===== src/rtl/aw_pkg.sv =====
package aw_pkg;
    localparam int ADDR_W  = 32;
    localparam int ID_W    = 4;
    localparam int OFF_W   = 8;
    localparam int DATA_W  = 32;
    localparam int INFO_W  = ID_W + 1;

    localparam logic [OFF_W-1:0] OFF_WATCH = 8'h08;
    localparam logic [OFF_W-1:0] OFF_CTRL  = 8'h0C;
    localparam logic [OFF_W-1:0] OFF_HADDR = 8'h2C;
    localparam logic [OFF_W-1:0] OFF_HINFO = 8'h30;

    typedef enum logic [2:0] {
        SEL_NONE,
        SEL_WATCH,
        SEL_CTRL,
        SEL_HADDR,
        SEL_HINFO
    } reg_sel_e;

    typedef struct packed {
        logic            is_wr;
        logic [ID_W-1:0] init;
    } hit_info_t;

    typedef struct packed {
        logic [ADDR_W-1:0] addr;
        hit_info_t         info;
    } hit_rec_t;

    function automatic reg_sel_e decode_off(input logic [OFF_W-1:0] off);
        reg_sel_e s;
        case (off)
            OFF_WATCH: s = SEL_WATCH;
            OFF_CTRL:  s = SEL_CTRL;
            OFF_HADDR: s = SEL_HADDR;
            OFF_HINFO: s = SEL_HINFO;
            default:   s = SEL_NONE;
        endcase
        return s;
    endfunction

    function automatic logic [DATA_W-1:0] pack_info(input hit_info_t i);
        logic [DATA_W-1:0] w;
        w = '0;
        w[INFO_W-1:0] = i;
        return w;
    endfunction
endpackage


===== src/rtl/aw_regfile.sv =====
module aw_regfile
    import aw_pkg::*;
(
    input  logic              clk,
    input  logic              rst,
    input  logic              reg_we,
    input  reg_sel_e          sel,
    input  logic [DATA_W-1:0] wdata,
    output logic [ADDR_W-1:0] watch_addr,
    output logic              watch_en,
    output logic              clr_req
);
    always_ff @(posedge clk) begin
        if (rst) begin
            watch_addr <= '0;
            watch_en   <= 1'b0;
        end else if (reg_we) begin
            if (sel == SEL_WATCH) watch_addr <= wdata[ADDR_W-1:0];
            if (sel == SEL_CTRL)  watch_en   <= wdata[0];
        end
    end

    assign clr_req = reg_we && (sel == SEL_HADDR || sel == SEL_HINFO);
endmodule


===== src/rtl/aw_match.sv =====
module aw_match
    import aw_pkg::*;
(
    input  logic              txn_valid,
    input  logic [ADDR_W-1:0] txn_addr,
    input  logic [ADDR_W-1:0] watch_addr,
    input  logic              watch_en,
    input  logic              armed,
    output logic              take
);
    logic eq;
    assign eq   = (txn_addr == watch_addr);
    assign take = txn_valid && watch_en && armed && eq;
endmodule


===== src/rtl/aw_capture.sv =====
module aw_capture
    import aw_pkg::*;
(
    input  logic     clk,
    input  logic     rst,
    input  logic     take,
    input  logic     clr,
    input  hit_rec_t in_rec,
    output hit_rec_t rec,
    output logic     held,
    output logic     pulse
);
    always_ff @(posedge clk) begin
        if (rst) begin
            rec   <= '0;
            held  <= 1'b0;
            pulse <= 1'b0;
        end else if (clr) begin
            rec   <= '0;
            held  <= 1'b0;
            pulse <= 1'b0;
        end else if (take) begin
            rec   <= in_rec;
            held  <= 1'b1;
            pulse <= 1'b1;
        end else begin
            pulse <= 1'b0;
        end
    end
endmodule


===== src/rtl/addr_watch_rec.sv =====
module addr_watch_rec
    import aw_pkg::*;
(
    input  logic              clk,
    input  logic              rst,
    input  logic              txn_valid,
    input  logic [ADDR_W-1:0] txn_addr,
    input  logic              txn_wr,
    input  logic [ID_W-1:0]   txn_init,
    input  logic              reg_we,
    input  logic [OFF_W-1:0]  reg_off,
    input  logic [DATA_W-1:0] reg_wdata,
    output logic [DATA_W-1:0] reg_rdata,
    output logic              hit_pulse
);
    reg_sel_e          sel;
    logic [ADDR_W-1:0] watch_addr;
    logic              watch_en;
    logic              clr_req;
    logic              take;
    logic              held;
    hit_rec_t          in_rec;
    hit_rec_t          rec;
    logic [ADDR_W-1:0] rec_addr;
    logic [INFO_W-1:0] rec_info;

    assign sel = decode_off(reg_off);

    aw_regfile u_regs (
        .clk        (clk),
        .rst        (rst),
        .reg_we     (reg_we),
        .sel        (sel),
        .wdata      (reg_wdata),
        .watch_addr (watch_addr),
        .watch_en   (watch_en),
        .clr_req    (clr_req)
    );

    aw_match u_match (
        .txn_valid  (txn_valid),
        .txn_addr   (txn_addr),
        .watch_addr (watch_addr),
        .watch_en   (watch_en),
        .armed      (!held),
        .take       (take)
    );

    always_comb begin
        in_rec.addr       = txn_addr;
        in_rec.info.is_wr = txn_wr;
        in_rec.info.init  = txn_init;
    end

    aw_capture u_cap (
        .clk    (clk),
        .rst    (rst),
        .take   (take),
        .clr    (clr_req),
        .in_rec (in_rec),
        .rec    (rec),
        .held   (held),
        .pulse  (hit_pulse)
    );

    assign rec_addr = rec.addr;
    assign rec_info = rec.info;

    always_comb begin
        case (sel)
            SEL_WATCH: reg_rdata = watch_addr;
            SEL_CTRL:  reg_rdata = {{(DATA_W-1){1'b0}}, watch_en};
            SEL_HADDR: reg_rdata = rec_addr;
            SEL_HINFO: reg_rdata = pack_info(rec.info);
            default:   reg_rdata = '0;
        endcase
    end
endmodule


===== config.mk =====
export PLATFORM = sky130hd
export DESIGN_NAME = addr_watch_rec
export DESIGN_NICKNAME = d
export VERILOG_FILES = /design/src/rtl/aw_pkg.sv /design/src/rtl/aw_regfile.sv /design/src/rtl/aw_match.sv /design/src/rtl/aw_capture.sv /design/src/rtl/addr_watch_rec.sv
export SDC_FILE = /design/constraint.sdc
export NUM_CORES = 1
export LEC_CHECK = 0
export BUFFER_PORTS_ARGS = -buffer_cell sky130_fd_sc_hd__buf_4
export CAP_MARGIN = 5
export CORE_MARGIN = 8
export CORE_UTILIZATION = 51
export DETAILED_ROUTE_END_ITERATION = 8
export GPL_TIMING_DRIVEN = 0
export HOLD_SLACK_MARGIN = 0.12
export PLACE_DENSITY = 0.83
export SLEW_MARGIN = 10
export SYNTH_ARGS = -nofsm -noshare
export SYNTH_HDL_FRONTEND = slang
export SYNTH_SLANG_ARGS = --single-unit

===== constraint.sdc =====
create_clock -name clk -period 2.3 [get_ports clk]
set_clock_uncertainty 0.1 [all_clocks]
set_input_delay 0.23 -clock clk [delete_from_list [all_inputs] [get_ports clk]]
set_output_delay 0.23 -clock clk [all_outputs]
set_load 0.1 [all_outputs]

======== Word-level counts from Yosys, hierarchy flattened ========
Cells that the tools add are included.
W data, S select, Z words.
operators by class
  equality and inequality tests ........... 9
  multiplexer cells ....................... 3
  reduce and logical (&&, ||, !) cells .... 9
operators by type and width
  kind                  number
  $pmux W32 S4          1
  $eq A32 B32 Y1        1
  $eq A8 B4 Y1 const B  2
  $eq A8 B6 Y1 const B  2
  $pmux W3 S4           1
  $eq A3 B2 Y1 const B  2
  $logic_and A1 B1 Y1   4
  $reduce_and A2 Y1     2
  $eq A3 B1 Y1 const B  1
  $eq A3 B3 Y1 const B  1
  $reduce_or A2 Y1      1
  $logic_not A1 Y1      1
  $logic_or A1 B1 Y1    1
  $mux W1               1
word-level totals
  register bits ........................... 72
  input port bits ......................... 81
  output and inout bits ................... 33
  word-level logic and storage cells ...... 28

======== Logic depth before layout (Yosys ltp) ========
Gate-level depths: netlist of run 1.
  word-level depth ........................ 6
  depth in mapped cells ................... 7
  gate-level depth less buffers ........... 5

======== Modules after synthesis ========
A second synthesis of run 1 with hierarchy kept.
second synthesis, totals
  cell total of the unflattened synthesis .. 381
  area, all modules ....................... 3811.2 um^2
by module, submodules not included
  module          instances  cells each  area an instance (um^2)  sequential area each (um^2)
  aw_regfile      1          147         1545.2                   660.6
  aw_capture      1          127         1403.8                   780.7
  addr_watch_rec  1          63          503.0                    0.0
  aw_match        1          44          359.1                    0.0

======== Worst setup path after synthesis of run 1 ========
OpenSTA, ideal clock, no wires.
  path kind ............................... input-to-output
  start point ............................. input port reg_off[7]
  end point ............................... output port reg_rdata[0]
  arrival ................................. 2.337 ns
  data required time ...................... 1.970 ns
  setup slack ............................. -0.367 ns
  cell stages on the path ................. 5
  path buffers ............................ 1
  path through ............................ or4_4 > nor4_4 > clkbuf_1 > a22oi_1 > nand3_1
between the ends
  cells in the longest elaborated chain, start to end .. 4
  elaborated cells between the ends (all ways) .. 10
  classes of those cells .................. eq/ne (8); mux (2)
ends and longest elaborated chain
  element                                              RTL line              text
  start, declared                                      addr_watch_rec.sv:11  input logic [OFF_W-1:0] reg_off,
  $eq A8 B6 Y1 / $eq A8 B4 Y1 (equally long branches)  aw_pkg.sv:33          case (off)
  $pmux W3 S4 (*)                                      aw_pkg.sv:33
  $eq A3 B3 Y1 (tied with other cells)                 addr_watch_rec.sv:70  case (sel)
  $pmux W32 S4 (*)                                     addr_watch_rec.sv:70
  end, declared                                        addr_watch_rec.sv:13  output logic [DATA_W-1:0] reg_rdata,
Mark *: on every way between the ends. The rest lies on a longest branch, timed or not.

======== Worst setup path after layout of run 1 ========
  start point ............................. register u_regs.watch_addr[1]
  end point ............................... register, netlist name u_cap.rec[30]
between the ends
  cells in the longest elaborated chain, start to end .. 2
ends and longest elaborated chain
  element                 RTL line          text
  start, declared         aw_regfile.sv:9   output logic [ADDR_W-1:0] watch_addr,
  start signal, assigned  aw_regfile.sv:18  if (sel == SEL_WATCH) watch_addr <= wdata[ADDR_W-1:0];
  $eq A32 B32 Y1          aw_match.sv:12    assign eq = (txn_addr == watch_addr);
  $logic_and A1 B1 Y1     aw_match.sv:13    assign take = txn_valid && watch_en && armed && eq;
No other way between the ends.
A chain may end at the register's enable or synchronous reset.

==> results of run 1 <==
==> kinds of logic after synthesis <==
kind of cell,count (synthesis),synth area share
AO/OA/AOI/OAI,140,0.2575
AND/OR/NAND/NOR,134,0.1956
flip-flops,72,0.4046
buffers and inverters,50,0.06077
XOR/XNOR,32,0.07868
multiplexers,1,0.002810
==> worst paths after layout <==
path	slack, ns	to	from	cells after the start
min	0.21	u_regs.watch_en	reg_we	4
min reg2reg	0.38	u_cap.rec[12]	u_cap.rec[12]	2
max reg2reg	-0.22	u_cap.rec[30]	u_regs.watch_addr[1]	7
max	-0.22	u_cap.rec[30]	u_regs.watch_addr[1]	7
==> per-stage QoR <==
step | hold slack (ns) | setup slack (ns)
after global routing | 0.2290 | -0.2839
after floorplan | 0.2660 | 0.01050
after detailed placement | 0.3507 | -0.4246
after CTS | 0.1823 | 0.001731
final | 0.2079 | -0.2169
after global placement | 0.3345 | -0.4189
==> per-layer routing <==
metal,track usage,wire (um)
met4,0.1490,1143
met2,0.4943,8281
met5,0,0
met3,0.08589,2288
met1,0.3285,5899
==> sequential cells by signal, indices dropped and copies added, names as in the netlist <==
name and cells:
u_cap.rec 37, u_cap.pulse 1, u_cap.held 1, u_regs.watch_addr 32
u_regs.watch_en 1
==> cell usage after synthesis <==
cell	n	share of area
buf_4	5	0.011
and2_1	2	0.0035
a222oi_1	4	0.011
nor3_1	2	0.0028
nand4b_1	2	0.0049
buf_1	4	0.0042
a22oi_1	1	0.0021
or4_4	1	0.0032
mux2i_1	1	0.0028
nand4_1	42	0.074
buf_2	8	0.011
nand2b_1	2	0.0035
nor4_4	1	0.0060
o31ai_1	37	0.078
nor2_1	2	0.0021
nand3_1	3	0.0042
nand2_1	69	0.073
and4bb_2	1	0.0035
xor2_1	13	0.032
xnor2_1	19	0.047
or4_1	1	0.0021
dfxtp_1	72	0.40
o21ai_1	1	0.0014
nor4_1	4	0.0070
inv_1	5	0.0053
a22o_1	27	0.066
nor4_2	1	0.0035
clkbuf_1	28	0.030
a21oi_1	70	0.098
nor3_2	1	0.0028
==> critical path: cells and delay by family (launching register included) <==
kind | cells | cell delay, ns
and+or+nand+nor | 3 | 0.72
buffers and inverters | 2 | 0.51
xor gates and xnor gates | 1 | 0.42
DFF | 1 | 0.35
AOI/OAI and AO/OA | 1 | 0.31
==> report_power, final <==
| group | switching (W) | total (W) | leakage, nW | internal, W |
|---|---|---|---|---|
| clock | 0.000512 | 0.00137 | 0.130 | 0.000861 |
| combinational | 0.000142 | 0.000338 | 1.58 | 0.000196 |
| sequential | 0.000000869 | 0.00125 | 0.580 | 0.00125 |
| total | 0.000654 | 0.00296 | 2.29 | 0.00230 |
==> cell type report <==
cell class              count  area, sq um  share of cell area
repair buffers            189         1822              0.2994
diodes                      1        2.502           0.0004113
multi-input cells         307         2113              0.3473
flip-flops and latches     72         1443              0.2371
clock inverters             5        127.6             0.02097
well taps                  96        120.1             0.01974
inverters                   5        18.77            0.003085
plain buffers              45        296.5             0.04874
clock buffers              11        141.4             0.02324
==> what timing repair did <==
item | in CTS | in global routing
hold buffers | 72 | 0
setup buffers | 3 | 3
pin swaps | 4 | 6
endpoints found under the setup margin | 62 | 62
gates resized for setup | 57 | 75
gates cloned | 0 | 1
hold endpoints to repair | 70 | 0
==> metrics.md, run 1 <==
| Metric | Value |
|---|---|
| Worst skew pair latency | `around 0.37 ns` |
| Setup violations, final | `46` |
| Die Ht | `around 100 um` |
| Iter 0 DRT Violations | `611` |
| Violated checks | `design-rule violations, negative setup slack` |
| Placed cell count | `between 600 and 700` |
| H-tree levels | `3` |
| Root buf cell | `clkbuf_8` |
| Total power | `just under 0.003 W` |
| Worst path max stage delay | `~0.42 ns` |
| Worst setup EP type | `flip-flop` |
| Yosys warnings | `0` |
| Setup TNS | `-2.620 ns` |
| Layout cells sized above 1 | `0.3502` |
| Final Instance Area | `0.006085 sq mm` |
| #FFs+latches synth | `about 70` |
| DRT antenna net count | `0` |
| Total Routing Usage GR | `0.2932` |
| Least-Margin Pin Slew | `a little under 0.8 ns` |
| WP data required | `2.47 ns` |
| PwrDens | `just under 500 mW/mm^2` |
| Clock sink total | `72` |
| Nets | `710` |
| Rel. slew slack | `0.4714` |
| Area of the core | `0.006794 sq mm` |
| CTS max path bufs | `2` |
| Synth-to-layout area growth | `70.81%` |
| Final period util | `1.094` |
| GR Overflow Total | `0` |
| Inserted Clock Buffers | `9` |
| Starting density of the core | `0.5243` |
| Worst endpoint data arrival time | `about 2.7 ns` |
| DP Wirelength | `just over 9 mm` |
| Fin crit period | `~2.5 ns` |
| Maximum clock rate | `397.3 MHz` |
| Routability cong. | `around 0.9` |
| Die span in x | `between 90 and 100 um` |
| Pin count of the biggest net entering global routing | `13` |
| Commonest non-fill, non-tap cell in the layout | `buf_4` |
| Vias in the first global route | `approximately 4.6k` |
| Final-layout fill cell count | `~290` |
| Pins Over Slew Limit | `0` |
| Num rows | `30` |
| CP max-delay cell | `xnor2_1` |
| DR vias/cell | `approximately 6.6` |
| Fin util | `0.8956` |
| Post-Syn Area | `between 0.003 and 0.004 sq mm` |
| DR pass1 iterations | `9` |
| Distinct cells, synth | `30` |
| DIE AREA | `about 0.01 sq mm` |
| Placed inst area | `~0.0046 sq mm` |
| Routed WL per cell | `~24 um` |
| Crit start category | `flip-flop` |
| Routed vias | `about 4.9k` |
| # IOs | `approximately 110` |
| DRC Markers | `2` |
| Worst Hold Class | `input pin to flip-flop` |
| Max IR drop VDD | `about 0.46 mV` |
| Initial antenna violation count | `0` |
| Post-detailed-routing wire length | `~18 mm` |
| Pleak | `between 2 and 2.5 nW` |
| I/O Buffers | `112` |
| Status | `complete, but fails checks` |
| RSZ-0062 raised after global routing | `true` |
| Final hold violation count | `0` |
| Worst-path cell chain | `xnor2_1 > nand3_1 > nor3_1 > buf_4 > buf_2 > nand4_1 > a21oi_1` |
| First-pass GRT wire length | `roughly 23 mm` |
| Cells after Synth | `roughly 430` |
| Avg Cell Area, Syn | `approximately 8.3 sq um` |
| Syn_nets | `a little over 500` |
| Post-Layout Cell Count | `around 730` |
| Register area share after synthesis | `0.4046` |
| Max Cap Viol | `0` |
| Critical path type | `flip-flop to flip-flop` |
| Post-route setup slack | `-0.2169 ns` |
| Commonest non-fill, non-tap cells in the layout | `buf_4 (94), dfxtp_1 (71), dlygate4sd3_1 (70)` |
| Worst Path Max Fanout | `10` |
| Clock slew at reported path FFs | `about 0.080 ns` |
| TritonCTS clock tree | `built` |
(Power assumes the default switching activity.)
==> run 2: changes to the inputs <==
==> constraint.sdc (replaced) <==
create_clock -name clk -period 2.3 [get_ports clk]
set_clock_uncertainty 0.1 [all_clocks]
set_input_delay 0.115 -clock clk [delete_from_list [all_inputs] [get_ports clk]]
set_output_delay 0.115 -clock clk [all_outputs]
set_load 0.1 [all_outputs]
==> run 2 against run 1 <==
The flow finishes with violations (negative setup slack). Largest power group is now registers. Global-route usage down 0.76 points. Total power down 5.1%. Sequential cell count unchanged. Die area unchanged. Utilization down 4.5 points. Critical path depth down 1. Via count down 8.3%. Clock power down 9%. Count of clock-buffer cells in the layout unchanged. Cell count down 0.27%. Non-clock buffer count down 2. Register-to-register slack better by 0.26 ns. Highest routed layer unchanged.
==> metrics.md, run 2 (synthesis gave the netlist of run 1 again) <==
| Metric | Value |
|---|---|
| Status | `complete, but fails checks` |
| Violated checks | `negative setup slack` |
| Final Instance Area | `0.005782 sq mm` |
| Max Cap Viol | `0` |
| Maximum clock rate | `approximately 430 MHz` |
| Inserted Clock Buffers | `9` |
| DR vias/cell | `roughly 6.1` |
| GR Overflow Total | `0` |
| Commonest non-fill, non-tap cell in the layout | `buf_4` |
| Final-layout fill cell count | `380` |
| H-tree levels | `3` |
| Num rows | `30` |
| Worst Hold Class | `input pin to flip-flop` |
| Clock sink total | `72` |
| Critical path type | `input pin to output pin` |
| DP Wirelength | `about 9.4 mm` |
| PwrDens | `between 400 and 500 mW/mm^2` |
| Final period util | `1.006` |
| HP Start | `reg_we` |
| Nets | `708` |
| Iter 0 DRT Violations | `between 400 and 500` |
| DRC Markers | `0` |
| RSZ-0062 raised after global routing | `true` |
| # IOs | `~110` |
| DRT antenna net count | `0` |
| Pin count of the biggest net entering global routing | `13` |
| Post-route setup slack | `-0.01472 ns` |
| Die Ht | `between 90 and 100 um` |
| I/O Buffers | `112` |
| TritonCTS clock tree | `built` |
| DIE AREA | `0.009915 sq mm` |
| Root buf cell | `clkbuf_8` |
| Final hold violation count | `0` |
| Vias in the first global route | `about 4.5k` |
| Pleak | `between 2 and 2.5 nW` |
| Worst Path Max Fanout | `10` |
| Commonest non-fill, non-tap cells in the layout | `buf_4 (121), dlygate4sd3_1 (73), dfxtp_1 (71)` |
| WP data required | `2.09 ns` |
| Fin crit period | `2.315 ns` |
| Initial antenna violation count | `1` |
| Top reg by flops | `u_cap.rec` |
| Crit start category | `input pin` |
| Post-detailed-routing wire length | `between 10 and 15 mm` |
| First-pass GRT wire length | `22.83 mm` |
| Top Registers | `u_cap.rec (37), u_regs.watch_addr (32)` |
| Least-Margin Pin Slew | `roughly 0.73 ns` |
| Worst setup EP type | `output pin` |
| Worst endpoint data arrival time | `about 2.1 ns` |
| Setup TNS | `-0.03545 ns` |
| Placed inst area | `0.004562 sq mm` |
| CTS max path bufs | `2` |
| CP startpoint | `reg_off[7]` |
| Routability cong. | `0.9144` |
| Total Routing Usage GR | `0.2856` |
| Worst skew pair latency | `about 0.34 ns` |
| R2r startpoint | `u_regs.watch_addr[21]` |
| Die span in x | `99.58 um` |
| DR pass1 iterations | `5` |
| Setup violations, final | `5` |
| Max IR drop VDD | `0.3134 mV` |
| Routed vias | `4453` |
| Layout cells sized above 1 | `0.3544` |
| Total power | `about 0.0028 W` |
| Pre-CTS setup slack | `-0.2149 ns` |
| Pins Over Slew Limit | `0` |
| Rel. slew slack | `0.5141` |
| Area of the core | `0.006794 sq mm` |
| Routed WL per cell | `around 20 um` |
| Starting density of the core | `0.5243` |
| Clock slew at reported path FFs | `0.07 ns` |
| Hold slack | `approximately 0.27 ns` |
| Synth-to-layout area growth | `62.31%` |
| Max reg flops | `37` |
[run 2: changes by cell type in the layout (fill, tap and decap cells not counted), sizes merged]
cell         before  now
clkbuf           38   36
clkinvlp          1    0
clkinv            0    2
bufinv            4    3
buf             137  134
dlygate4sd3      70   73
[run 2: layer usage]
layer  up-vias  track usage  share of wire
met2       316       0.4633           0.48
met1      2102       0.3453           0.38
met3        53      0.07053           0.10
met4         0       0.1362          0.035
met5         -            0              0
li1       1982            -              -
[run 2: stage by stage]
step | utilization | instances
global placement | 0.6715 | 637
detailed placement | 0.6715 | 637
CTS | 0.8256 | 726
finish | 0.8510 | 729
global route | 0.8510 | 729
floorplan | - | 429
[run 2: what timing repair did]
action | CTS | global route
pin swaps | 2 | 5
setup endpoints to repair | 60 | 55
gates resized for setup | 24 | 54
hold buffers | 73 | 0
endpoints found under the hold margin | 70 | 0
setup buffers | 0 | 2
[run 2: worst paths after layout]
| path | to | slack (ns) | cells after the start |
|---|---|---|---|
| setup reg to reg | u_cap.rec[35] | 0.04 | 7 |
| hold / removal | u_cap.rec[20] | 0.27 | 5 |
| hold reg to reg | u_cap.held | 0.37 | 2 |
| setup / recovery | reg_rdata[23] | -0.01 | 6 |
[run 2: final cells by class]
cell class	count	area (sq um)	area share
inverters	5	18.77	0.003246
diodes	1	2.502	0.0004328
plain buffers	45	257.7	0.04458
clock inverters	5	103.9	0.01796
repair buffers	187	1587	0.2744
flip-flops and latches	72	1443	0.2495
multi-input cells	307	2108	0.3646
well taps	96	120.1	0.02077
clock buffers	11	141.4	0.02445
[run 2: worst max-delay path: stages]
cell and delay, ns:
buf_4 0.11, or4_4 0.58, nor4_4 0.42, buf_2 0.37, a22o_2 0.22, buf_4 0.29
[run 2: where the power goes]
part           switching, W  internal (W)  leakage [nW]
Clock              0.000486      0.000751         0.124
Sequential      0.000000838       0.00125         0.580
Combinational      0.000127      0.000196          1.52
Total              0.000613       0.00219          2.22
==> run 3: changes to the inputs <==
- ABC_AREA: unset -> 1
- CORE_UTILIZATION: 51 -> 52
- GPL_TIMING_DRIVEN: 0 -> unset
- SKIP_CTS_REPAIR_TIMING: unset -> 1
==> run 3 against run 2 <==
The flow now finishes without violations. Synthesized area up 6.9%. Wire length down 3.4%. Synthesized cell count grew 34%. Global-route usage fell by 5.1 points. Largest cell class unchanged.
==> metrics.md, run 3 <==
| Metric | Value |
|---|---|
| Max reg flops | `37` |
| Clock sink total | `72` |
| Worst setup EP type | `flip-flop` |
| Synth-to-layout area growth | `47.32%` |
| Die Ht | `101.6 um` |
| Top Registers | `u_cap.rec (37), u_regs.watch_addr (32)` |
| Max Cap Viol | `0` |
| DRT antenna net count | `0` |
| Hold slack | `approximately 0.15 ns` |
| Setup slack, reg-to-reg | `approximately 0.23 ns` |
| Cells after Synth | `577` |
| PwrDens | `436.5 mW/mm^2` |
| Top post-synthesis cells by count | `nand2_1 (152), dfxtp_1 (72), a21oi_1 (61)` |
| Layout cells sized above 1 | `0.2137` |
| Biggest area consumer among synthesized cells | `dfxtp_1` |
| Min-Delay Endpoint | `u_cap.pulse` |
| Met1 global-route usage | `0.2748` |
| Routability cong. | `0.8844` |
| Routed vias | `4653` |
| TritonCTS clock tree | `built` |
| Synth top area share | `0.3786` |
| Synth top area cells | `dfxtp_1 (38%), nand2_1 (15%), a21oi_1 (8.0%)` |
| I/O Buffers | `~110` |
| M2 GR Usage | `0.3984` |
| FF-to-FF End | `u_cap.rec[36]` |
| RSZ-0062 raised after global routing | `false` |
| Crit start category | `input pin` |
| H-tree levels | `3` |
| WP data required | `approximately 2.5 ns` |
| Worst Path Max Fanout | `37` |
| Synth async-reset ratio | `0` |
| GR Overflow Total | `0` |
| Final period util | `0.9375` |
| Critical path type | `input pin to flip-flop` |
| Total power | `around 0.0024 W` |
| Commonest non-fill, non-tap cells in the layout | `nand2_1 (152), buf_4 (124), dfxtp_1 (72)` |
| Setup violations, final | `0` |
| Commonest non-fill, non-tap cell in the layout | `nand2_1` |
| Post-synth EDFFs | `0` |
| Iter 0 DRT Violations | `~350` |
| Cell with the most instances after synthesis | `nand2_1` |
| Pins Over Slew Limit | `0` |
| Distinct cells, synth | `31` |
| Avg Cell Area, Syn | `between 6 and 7 sq um` |
| Vias in the first global route | `4126` |
| Least-Margin Pin Slew | `roughly 0.84 ns` |
| Yosys warnings | `0` |
| Post-Syn Area | `around 0.0038 sq mm` |
| Total Routing Usage GR | `0.2342` |
| HP Start | `txn_valid` |
| Clock slew at reported path FFs | `0.07 ns` |
| DR vias/cell | `5.417` |
| DP Wirelength | `8.879 mm` |
| Worst endpoint data arrival time | `approximately 2.3 ns` |
| Area of the core | `between 0.007 and 0.008 sq mm` |
| Gr busiest metal | `met2` |
| Hold path cells | `5` |
| Routed WL per cell | `about 16 um` |
| Status | `complete, no violations` |
| CTS max path bufs | `2` |
| DR pass1 iterations | `7` |
| First-pass GRT wire length | `slightly below 20 mm` |
| Die span in x | `approximately 100 um` |
| Inserted Clock Buffers | `9` |
| #FFs+latches synth | `slightly above 70` |
| Max IR drop VDD | `between 0.2 and 0.3 mV` |
| Nets | `between 800 and 900` |
| Worst skew pair latency | `0.34 ns` |
| Post-detailed-routing wire length | `about 14 mm` |
| Pleak | `around 2.5 nW` |
| DIE AREA | `about 0.010 sq mm` |
| Fin crit period | `approximately 2.2 ns` |
| Rel. slew slack | `0.4420` |
| Num rows | `31` |
| Syn_nets | `~660` |
| Initial antenna violation count | `2` |
| Met3 GRT Util | `0.04948` |
| DRC Markers | `0` |
| # IOs | `between 100 and 150` |
| Worst Hold Class | `input pin to flip-flop` |
| Maximum clock rate | `463.8 MHz` |
| Starting density of the core | `0.5306` |
| R2r startpoint | `u_regs.watch_addr[27]` |
| Ys flop type | `dfxtp_1` |
| Root buf cell | `clkbuf_8` |
| Worst R2R Path Depth | `10` |
| Pin count of the biggest net entering global routing | `55` |
| Top reg by flops | `u_cap.rec` |
| Register area share after synthesis | `0.3786` |
| Final hold violation count | `0` |
-- run 3: changes by cell type after synthesis, sizes merged, moves of 5 or more --
cell	change
nand2	+86
inv	+55
nor2	+51
o21ai	+51
nand3	+50
nand4	-37
o31ai	-37
a22o	-19
clkbuf	-17
xnor2	-15
a21oi	-9
nor4	-5
xor2	-5
-- run 3: how the worst max path moves through the flow --
| stage | from | to | cells after the start |
|---|---|---|---|
| detailed placement | reg_off[7] | reg_rdata[17] | 8 |
| finish | txn_addr[25] | u_cap.rec[36] | 9 |
| global placement | reg_off[7] | reg_rdata[15] | 9 |
| floorplan | reg_off[7] | reg_rdata[1] | 5 |
| CTS | reg_off[7] | reg_rdata[17] | 8 |
| global route | txn_addr[25] | u_cap.rec[29] | 9 |
-- run 3: cell families (layout without fill, tap and decap cells) --
group,Yosys count,after routing,synth area share
buffers and inverters,90,271,0.1029
and+or+nand+nor,279,279,0.3178
xor gates and xnor gates,12,12,0.02760
AOI/OAI and AO/OA,124,124,0.1732
DFF,72,72,0.3786
other,0,2,0
-- run 3: per-stage QoR --
step | TNS (ns) | cells | util | worst slack (ns) | area, sq um
after floorplan | -1.378 | 577 | - | -0.2300 | 3855
after global placement | 0 | 771 | 0.6605 | 0.3621 | 4740
after detailed placement | 0 | 771 | 0.6605 | 0.3136 | 4740
after CTS | 0 | 786 | 0.6820 | 0.2641 | 4893
after global routing | 0 | 859 | 0.7817 | 0.08124 | 5609
final | 0 | 859 | 0.7817 | 0.1438 | 5609
-- run 3: critical path, cell delays in order --
cell and delay, ns:
dlygate4sd3_1 0.55, buf_4 0.15, xnor2_1 0.34, nand2_1 0.09, nor2_1 0.14, nand2_2 0.10, nor2_8 0.45, nand3_1 0.18
a21oi_1 0.19
-- run 3: power by group --
part	internal [W]	switching (W)
Sequential	0.00125	0.000000885
Combinational	0.000203	0.000153
Clock	0.000381	0.000463
Total	0.00183	0.000618
-- run 3: final cells by class --
cell class | count | area (sq um)
Inverter | 61 | 229.0
Sequential cell | 72 | 1441
Multi-Input combinational cell | 415 | 2014
Fill cell | 505 | 1567
Timing Repair Buffer | 195 | 1642
Clock buffer | 11 | 131.4
Clock inverter | 4 | 22.52
Antenna cell | 2 | 5.005
Tap cell | 99 | 123.9
-- run 3: layer usage --
| layer | share of wire | vias to the layer above |
|---|---|---|
| met5 | 0 | - |
| met4 | 0.036 | 0 |
| met3 | 0.072 | 52 |
| met2 | 0.51 | 243 |
| met1 | 0.39 | 2142 |
| li1 | - | 2216 |
